### src/rtl/wk_alarm_pkg.sv
package wk_alarm_pkg;
  localparam int BCD_W  = 8;
  localparam int DAYS   = 7;
  localparam int WDAY_W = 3;
  localparam int SEL_W  = 2;

  typedef enum logic [SEL_W-1:0] {
    SEL_MIN  = 2'd0,
    SEL_HOUR = 2'd1,
    SEL_MASK = 2'd2,
    SEL_CTL  = 2'd3
  } regSelT;

  typedef struct packed {
    logic wrMin;
    logic wrHour;
    logic wrMask;
  } dpStrobeT;
endpackage

### src/rtl/wk_alarm_dp.sv
module wk_alarm_dp
  import wk_alarm_pkg::*;
#(
  parameter int BCDW = BCD_W,
  parameter int NDAY = DAYS,
  parameter int WDW  = WDAY_W
) (
  input  logic            clk,
  input  logic            rstN,
  input  dpStrobeT        stb,
  input  logic [BCDW-1:0] wrData,
  input  logic [BCDW-1:0] secNow,
  input  logic [BCDW-1:0] minNow,
  input  logic [BCDW-1:0] hourNow,
  input  logic [WDW-1:0]  wdayNow,
  output logic            hitOut
);
  logic [BCDW-1:0] almMinQ, almHourQ, prevSecQ;
  logic [NDAY-1:0] dayMaskQ, wdayDec;
  logic            rollEvt, timeEq, dayEq;

  always_ff @(posedge clk or negedge rstN) begin
    if (!rstN) begin
      almMinQ  <= '0;
      almHourQ <= '0;
      dayMaskQ <= '0;
      prevSecQ <= '0;
    end else begin
      prevSecQ <= secNow;
      if (stb.wrMin)  almMinQ  <= wrData;
      if (stb.wrHour) almHourQ <= wrData;
      if (stb.wrMask) dayMaskQ <= wrData[NDAY-1:0];
    end
  end

  // one-hot decode of the running weekday; codes >= NDAY decode to nothing
  for (genvar d = 0; d < NDAY; d++) begin : g_dec
    assign wdayDec[d] = (wdayNow == WDW'(d));
  end

  assign rollEvt = (secNow == '0) && (prevSecQ != '0);
  assign timeEq  = (minNow == almMinQ) && (hourNow == almHourQ);
  assign dayEq   = |(dayMaskQ & wdayDec);
  assign hitOut  = rollEvt && timeEq && dayEq;

  AST_ONE_ROLL: assert property (@(posedge clk) disable iff (!rstN)
    rollEvt |=> !rollEvt);
  AST_EMPTY_MASK: assert property (@(posedge clk) disable iff (!rstN)
    (dayMaskQ == '0) |-> !hitOut);
  AST_NONZERO_SEC: assert property (@(posedge clk) disable iff (!rstN)
    (secNow != '0) |-> !hitOut);
endmodule

### src/rtl/wk_alarm_ctl.sv
module wk_alarm_ctl
  import wk_alarm_pkg::*;
#(
  parameter int SW = SEL_W
) (
  input  logic          clk,
  input  logic          rstN,
  input  logic          cfgWe,
  input  logic [SW-1:0] cfgSel,
  input  logic          enBit,
  input  logic          modeBit,
  input  logic          clrFlag,
  input  logic          hitIn,
  output dpStrobeT      stb,
  output logic          flagO,
  output logic          irqO
);
  logic enQ, pulseQ, flagQ, irqPulseQ, wrCtl, setFlag;

  always_comb begin
    stb   = '0;
    wrCtl = 1'b0;
    if (cfgWe) begin
      unique case (regSelT'(cfgSel))
        SEL_MIN:  stb.wrMin  = 1'b1;
        SEL_HOUR: stb.wrHour = 1'b1;
        SEL_MASK: stb.wrMask = 1'b1;
        SEL_CTL:  wrCtl      = 1'b1;
        default:  ;
      endcase
    end
  end

  assign setFlag = hitIn && enQ;

  always_ff @(posedge clk or negedge rstN) begin
    if (!rstN) begin
      enQ       <= 1'b0;
      pulseQ    <= 1'b0;
      flagQ     <= 1'b0;
      irqPulseQ <= 1'b0;
    end else begin
      if (wrCtl) begin
        enQ    <= enBit;
        pulseQ <= modeBit;
      end
      if (setFlag)      flagQ <= 1'b1;
      else if (clrFlag) flagQ <= 1'b0;
      irqPulseQ <= setFlag && pulseQ;
    end
  end

  assign flagO = flagQ;
  assign irqO  = pulseQ ? irqPulseQ : (flagQ && enQ);

  AST_SET_NEEDS_EN: assert property (@(posedge clk) disable iff (!rstN)
    (!flagQ && hitIn && !enQ) |=> !flagQ);
  AST_CLEAR_DROPS: assert property (@(posedge clk) disable iff (!rstN)
    (clrFlag && !hitIn) |=> !flagQ);
  AST_HIT_SETS: assert property (@(posedge clk) disable iff (!rstN)
    (hitIn && enQ) |=> flagQ);
  AST_PULSE_SINGLE: assert property (@(posedge clk) disable iff (!rstN)
    irqPulseQ |=> !irqPulseQ);
endmodule

### src/rtl/wk_alarm_top.sv
module wk_alarm_top
  import wk_alarm_pkg::*;
#(
  parameter int BCDW = BCD_W,
  parameter int NDAY = DAYS,
  parameter int WDW  = WDAY_W,
  parameter int SW   = SEL_W
) (
  input  logic            clk,
  input  logic            rstN,
  input  logic            cfgWe,
  input  logic [SW-1:0]   cfgSel,
  input  logic [BCDW-1:0] cfgData,
  input  logic            clrFlag,
  input  logic [BCDW-1:0] secNow,
  input  logic [BCDW-1:0] minNow,
  input  logic [BCDW-1:0] hourNow,
  input  logic [WDW-1:0]  wdayNow,
  output logic            almFlag,
  output logic            almIrq
);
  localparam int EN_POS   = 4;
  localparam int MODE_POS = 0;

  dpStrobeT stb;
  logic     hit;

  wk_alarm_ctl #(.SW(SW)) u_ctl (
    .clk(clk), .rstN(rstN), .cfgWe(cfgWe), .cfgSel(cfgSel),
    .enBit(cfgData[EN_POS]), .modeBit(cfgData[MODE_POS]),
    .clrFlag(clrFlag), .hitIn(hit), .stb(stb),
    .flagO(almFlag), .irqO(almIrq)
  );

  wk_alarm_dp #(.BCDW(BCDW), .NDAY(NDAY), .WDW(WDW)) u_dp (
    .clk(clk), .rstN(rstN), .stb(stb), .wrData(cfgData),
    .secNow(secNow), .minNow(minNow), .hourNow(hourNow),
    .wdayNow(wdayNow), .hitOut(hit)
  );
endmodule

### config.mk
export PLATFORM = sky130hd
export DESIGN_NAME = wk_alarm_top
export DESIGN_NICKNAME = d
export VERILOG_FILES = /design/src/rtl/wk_alarm_pkg.sv /design/src/rtl/wk_alarm_dp.sv /design/src/rtl/wk_alarm_ctl.sv /design/src/rtl/wk_alarm_top.sv
export SDC_FILE = /design/constraint.sdc
export NUM_CORES = 1
export LEC_CHECK = 0
export BUFFER_PORTS_ARGS = -buffer_cell sky130_fd_sc_hd__buf_2
export CORE_ASPECT_RATIO = 1.25
export CORE_MARGIN = 3
export CORE_UTILIZATION = 35
export CTS_CLUSTER_DIAMETER = 50
export DETAILED_ROUTE_END_ITERATION = 16
export GPL_TIMING_DRIVEN = 0
export PLACE_DENSITY = 0.55
export SLEW_MARGIN = 20
export SYNTH_ARGS = -nofsm -noshare
export SYNTH_HDL_FRONTEND = slang
export SYNTH_SLANG_ARGS = --single-unit
export TNS_END_PERCENT = 10
### constraint.sdc
create_clock -name clk -period 2.4 [get_ports clk]
set_input_delay 0.24 -clock clk [delete_from_list [all_inputs] [get_ports clk]]
set_output_delay 0.24 -clock clk [all_outputs]
set_load 0.05 [all_outputs]
==> impl_results.md, run 1 <==
- Slew Viols, Final: 0
- Post-CTS Setup Inserts: 0
- Iter 0 DRT Violations: 19
- WP data required: 2.16 ns
- Final wirelength: 2910 um
- Synth Area in Compound Gates: 2.23%
- 1st-pass router iterations: 4
- CTS Hold Bufs: 0
- WS Path Type: flip-flop to primary output
- DP Wirelength: 2280 um
- Adder-cell share of the synthesized area: 0%
- Skew final: 0.00856 ns
- Sequential power share: 54.3%
- Gate power share: 16.1%
- RSZ-0062 raised after global routing: false
- CTS tree: done
- Int Pwr: 1010 uW
- Die X: 64.8 um
- Latest clock arrival within the worst-skew pair: 0.28 ns
- Sequential fraction of the synthesis area: 57.9%
- Largest family of logic cells by synthesized area: multiplexers
- Die height: 79.5 um
- Clock Power Share: 29.7%
- Initial core utilization: 36.6%
- Pleak: 0.000848 uW
- Vias in the first global route: 980
- Layout net count: 194
- Row count: 26
- Worst-path fanout max: 3
- Sw Share: 24.8%
- Yosys warns: 0
- Post-Synth XOR/XNOR Area: 9.26%
- Num Clock Sinks: 35
- H-tree levels: 2
- Slew HR: 49.8%
- Synthesized area: 0.00151 mm^2
- Crit. Startpoint: u_ctl.enQ
- Setup ws final: 1.03 ns
- WL/cell: 13.9 um
- GRT overflow: 0
- Pre-CTS setup slack: 0.996 ns
- Final hold viol count: 0
- Yosys reg bits: 35
- Largest net degree at the start of global routing: 36
- Root buf cell: clkbuf_8
- Sw power: 334 uW
- GR Util All Layers: 12.9%
- Tightest Pin Transition: 0.753 ns
- IO Pins: 43
- R2R Path End: u_ctl.irqPulseQ
- ANT cells: 0
- Mapped Nets: 145
- DRC violation count after routing: 0
- Startpoint class of the critical path: flip-flop
- Post_cts resized: 0
- Final hold slack: 0.0201 ns
- Layout Area Growth over Synthesis: 23.9%
- Worst-case clock buffer depth: 2
- Outcome: completed
- Die area: 0.00515 mm^2
- Final setup viols: 0
- Setup crit end: almIrq
- Mux cell area share after synthesis: 20.8%
- Cell variety after synth: 23
- Pwr per Cell Area: 717 mW/mm^2
- Antenna violations before repair: 0
- ANT nets after route: 0
- Via Count: 981
- Critical Path AT: 1.13 ns
- Post-Syn Area per Cell: 14.5 um^2
- Vias per cell: 4.67
- Worst Reg2Reg Path Length in Cells: 4
- Worst-path clk slew: 0.07 ns
- Min-delay worst type: input port to asynchronous set/reset pin
- Minimum clock period: 1.37 ns
- Post-synthesis simple-gate area fraction: 9.35%
- Global-route wire length before repair: 4820 um
- Routability cong.: 0.697
- Critical path endpoint category: primary output
- Share of cells above drive strength 1: 50.6%
- Max Cap Viol: 0
- Worst vdd ir: 0.348 mV
- FF-to-FF setup slack: 1.04 ns
- Core area: 0.00413 mm^2
- I/O Buffers: 42
- Fin Setup TNS: 0 ns
- Fmax: 732 MHz
- Final period util: 57.0%
- R2r startpoint: u_dp.almHourQ[5]
- CTS Buf Count: 5
- Synthesized netlist cell count: 104
cell usage after synthesis:
cell,count,share of area [%]
nor4_2,1,0.83
inv_1,2,0.50
nor4b_1,1,0.58
xnor2_1,1,0.58
nor4_1,4,1.7
nand3b_2,1,0.74
and4_1,1,0.58
o2111ai_2,1,0.99
nor3_1,3,0.99
xor2_1,15,8.7
mux2_2,25,19
nor2_1,1,0.25
nand2_1,3,0.74
mux2i_1,1,0.66
o21ai_0,1,0.33
mux4_2,1,1.5
nand3_1,1,0.33
nand4_1,1,0.41
o211ai_1,1,0.50
dfrtp_1,35,58
nor3b_4,1,1.2
nand3b_1,2,0.99
o22ai_1,1,0.41
layout make-up:
cell class              instances  area (um^2)
well taps                      56         70.1
fillers                       411         2260
clock buffers                   7         76.3
multi-input cells              67          629
inverters                       2         7.51
flip-flops and latches         35          876
repair buffers                 42          210
clock inverters                 1         5.00
worst max-delay path, stage by stage, from the launching register on:
cell,delay [ns]
dfrtp_1,0.38
nand2_1,0.05
o21ai_0,0.13
buf_2,0.28
flip-flops by register name, indices dropped and copies added, names as in the netlist:
register	flops
u_ctl.enQ	1
u_ctl.flagO	1
u_ctl.irqPulseQ	1
u_ctl.pulseQ	1
u_dp.almHourQ	8
u_dp.almMinQ	8
u_dp.dayMaskQ	7
u_dp.prevSecQ	8
layout by cell type (no fill, tap or decap), drive strengths merged:
master	Yosys	final
buf	0	42
dfrtp	35	35
mux2	25	25
xor2	15	15
clkbuf	0	7
nor4	5	5
nor3	3	3
nand2	3	3
nand3b	3	3
inv	2	2
mux4	1	1
nor4b	1	1
nor2	1	1
xnor2	1	1
and4	1	1
o2111ai	1	1
mux2i	1	1
o211ai	1	1
nand4	1	1
o21ai	1	1
nand3	1	1
o22ai	1	1
nor3b	1	1
clkinv	0	1
cells by family (layout without fill, tap and decap cells):
family | count (synthesis) | in the layout
buffers and inverters | 2 | 52
muxes | 27 | 27
AOI/OAI and AO/OA | 4 | 4
and+or+nand+nor | 20 | 20
DFF | 35 | 35
xor gates and xnor gates | 16 | 16
worst min-delay path by stage:
stage / from / to / slack, ns / cells past startpoint
after floorplan: rstN / u_ctl.enQ / -0.06 / 0
after global placement: rstN / u_ctl.irqPulseQ / 0.35 / 1
after detailed placement: rstN / u_ctl.irqPulseQ / 0.36 / 1
after CTS: rstN / u_dp.almHourQ[5] / 0.05 / 1
after global routing: secNow[1] / u_dp.prevSecQ[1] / 0.06 / 1
final: rstN / u_ctl.irqPulseQ / 0.02 / 1
power groups by stage:
stage / Sequential (uW) / Combinational (uW) / Clock [uW]
after detailed placement: 741 / 221 / 0
final: 730 / 216 / 399
after global placement: 737 / 215 / 0
after global routing: 741 / 244 / 448
after CTS: 731 / 222 / 414
after floorplan: 726 / 146 / 0
stage by stage:
step                total power [uW]  cell area [um^2]  util [%]  std cells
floorplan                        871              1510         -        104
global placement                 953              1790      43.4        202
detailed placement               962              1790      43.4        202
CTS                             1370              1870      45.4        210
global route                    1430              1870      45.4        210
finish                          1340              1870      45.4        210
layer usage:
metal	up-vias	GRT usage [%]	wire length, um
met5	-	0	0
met4	0	5.07	43
met3	5	5.35	206
met2	30	20.0	1480
met1	473	15.9	1190
li1	473	-	-
No activity file was read; power rests on OpenSTA's default activity.
==> run 2, diff against run 1 <==
==> constraint.sdc (replaced) <==
create_clock -name clk -period 1.41 [get_ports clk]
set_input_delay 0.141 -clock clk [delete_from_list [all_inputs] [get_ports clk]]
set_output_delay 0.141 -clock clk [all_outputs]
set_load 0.05 [all_outputs]
==> impl_results.md, run 2 (synthesis gave the netlist of run 1 again) <==
- Final hold viol count: 0
- Max Cap Viol: 0
- Tightest Pin Transition: 0.776 ns
- Die area: 0.00515 mm^2
- Largest registers: u_dp.almHourQ: 8 flops, u_dp.almMinQ: 8 flops, u_dp.prevSecQ: 8 flops
- DRC violation count after routing: 0
- WL/cell: 14.1 um
- Core area: 0.00413 mm^2
- Placed Area: 0.00180 mm^2
- Num Clock Sinks: 35
- Fmax: 751 MHz
- Global-route wire length before repair: 4990 um
- Hold Path Origin: clrFlag
- Latest clock arrival within the worst-skew pair: 0.28 ns
- RSZ-0062 raised after global routing: true
- Skew final: 0.00396 ns
- Most frequent cells in the layout: buf_2 (41), dfrtp_1 (35), mux2_2 (25), xor2_1 (15), dlygate4sd3_1 (8)
- Startpoint class of the critical path: input port
- Layout Area Growth over Synthesis: 30.9%
- Commonest non-fill, non-tap cell in the layout: buf_2
- FF-to-FF setup slack: 0.09 ns
- Minimum clock period: 1.33 ns
- Final setup viols: 0
- Final period util: 94.4%
- Footprint of the multi-input gates: 656 um^2
- Fillers: 414
- Critical Path AT: 1.53 ns
- ANT cells: 0
- Iter 0 DRT Violations: 15
- Pwr per Cell Area: 1150 mW/mm^2
- DP Wirelength: 2320 um
- Worst-path clk slew: 0.06 ns
- Die X: 64.8 um
- Root buf cell: clkbuf_8
- Final wirelength: 3040 um
- Initial core utilization: 36.6%
- I/O Buffers: 42
- Via Count: 1006
- GR Util All Layers: 13.0%
- Worst-case clock buffer depth: 2
- Worst vdd ir: 0.664 mV
- Slew Viols, Final: 0
- Placed cells: 202
- R2r startpoint: u_dp.dayMaskQ[5]
- WS Path Type: input port to flip-flop
- Critical path endpoint category: flip-flop
- GRT overflow: 0
- Slew HR: 48.3%
- Row count: 26
- Routability cong.: 0.694
- Worst Reg2Reg Path Length in Cells: 3
- H-tree levels: 2
- R2R Path End: u_ctl.flagO
- Min-delay worst type: input port to flip-flop
- 1st-pass router iterations: 4
- Layout net count: 202
- IO Pins: 43
- Reg area: 876 um^2
- Die height: 79.5 um
- Vias in the first global route: 1095
- Setup crit end: u_ctl.irqPulseQ
- Finished Layout Cells: 216
- Pleak: 0.000891 uW
- Outcome: completed
- Post-CTS Setup Inserts: 0
- Largest net degree at the start of global routing: 36
- Vias per cell: 4.66
- CTS Buf Count: 5
- Antenna violations before repair: 0
- Share of cells above drive strength 1: 50.6%
- CTS tree: done
- ANT nets after route: 0
- Worst-path fanout max: 2
- Post-layout instance area: 0.00198 mm^2
- Crit. Startpoint: secNow[4]
- WP data required: 1.61 ns
run 2: how the worst min path moves through the flow:
stage	cells after the start	to	slack [ns]
CTS	2	u_ctl.flagO	0.06
global placement	1	u_ctl.irqPulseQ	0.25
floorplan	0	u_ctl.enQ	-0.15
finish	2	u_ctl.flagO	0.06
global route	2	u_ctl.flagO	0.06
detailed placement	1	u_ctl.flagO	0.26
run 2: through the flow:
step / hold slack (ns) / setup slack [ns] / total power (uW) / util, % / setup TNS (ns)
3_3_place_gp: 0.245 / 0.0613 / 1620 / 43.5 / 0
4_1_cts: 0.0565 / 0.00853 / 2310 / 47.4 / 0
6_report: 0.0574 / 0.0791 / 2270 / 47.9 / 0
2_1_floorplan: -0.155 / 0.0647 / 1480 / - / 0
3_5_place_dp: 0.255 / 0.0266 / 1640 / 43.5 / 0
5_1_grt: 0.0628 / -0.0593 / 2420 / 47.9 / -0.0935
run 2: worst max-delay path, cell delays in order:
cell and delay (ns):
dlygate4sd3_1 0.52, buf_2 0.13, nor3_2 0.17, and4_1 0.22
o2111ai_2 0.15, nor3_2 0.20
run 2: timing repair:
| item | in CTS | in global routing |
|---|---|---|
| hold endpoints to repair | 43 | 0 |
| endpoints found under the setup margin | 0 | 2 |
| gates resized for setup | 0 | 5 |
| hold buffers | 9 | 0 |
run 2: per-layer routing:
layer | vias up | track usage [%] | wire length [um]
li1 | 486 | - | -
met1 | 483 | 14.6 | 1180
met2 | 32 | 22.6 | 1620
met3 | 5 | 3.66 | 194
met4 | 0 | 5.71 | 42
met5 | - | 0 | 0
run 2: power by group:
group	internal [uW]	switching, uW	leakage [uW]
clock	328	303	0.0000371
combinational	240	157	0.000436
sequential	1150	89.9	0.000417
run 2: layout make-up:
class	instances	share of cell area, %
multi-input cells	67	33.1
inverters	2	0.379
repair buffers	50	15.0
flip-flops and latches	35	44.2
well taps	56	3.54
clock buffers	6	3.67
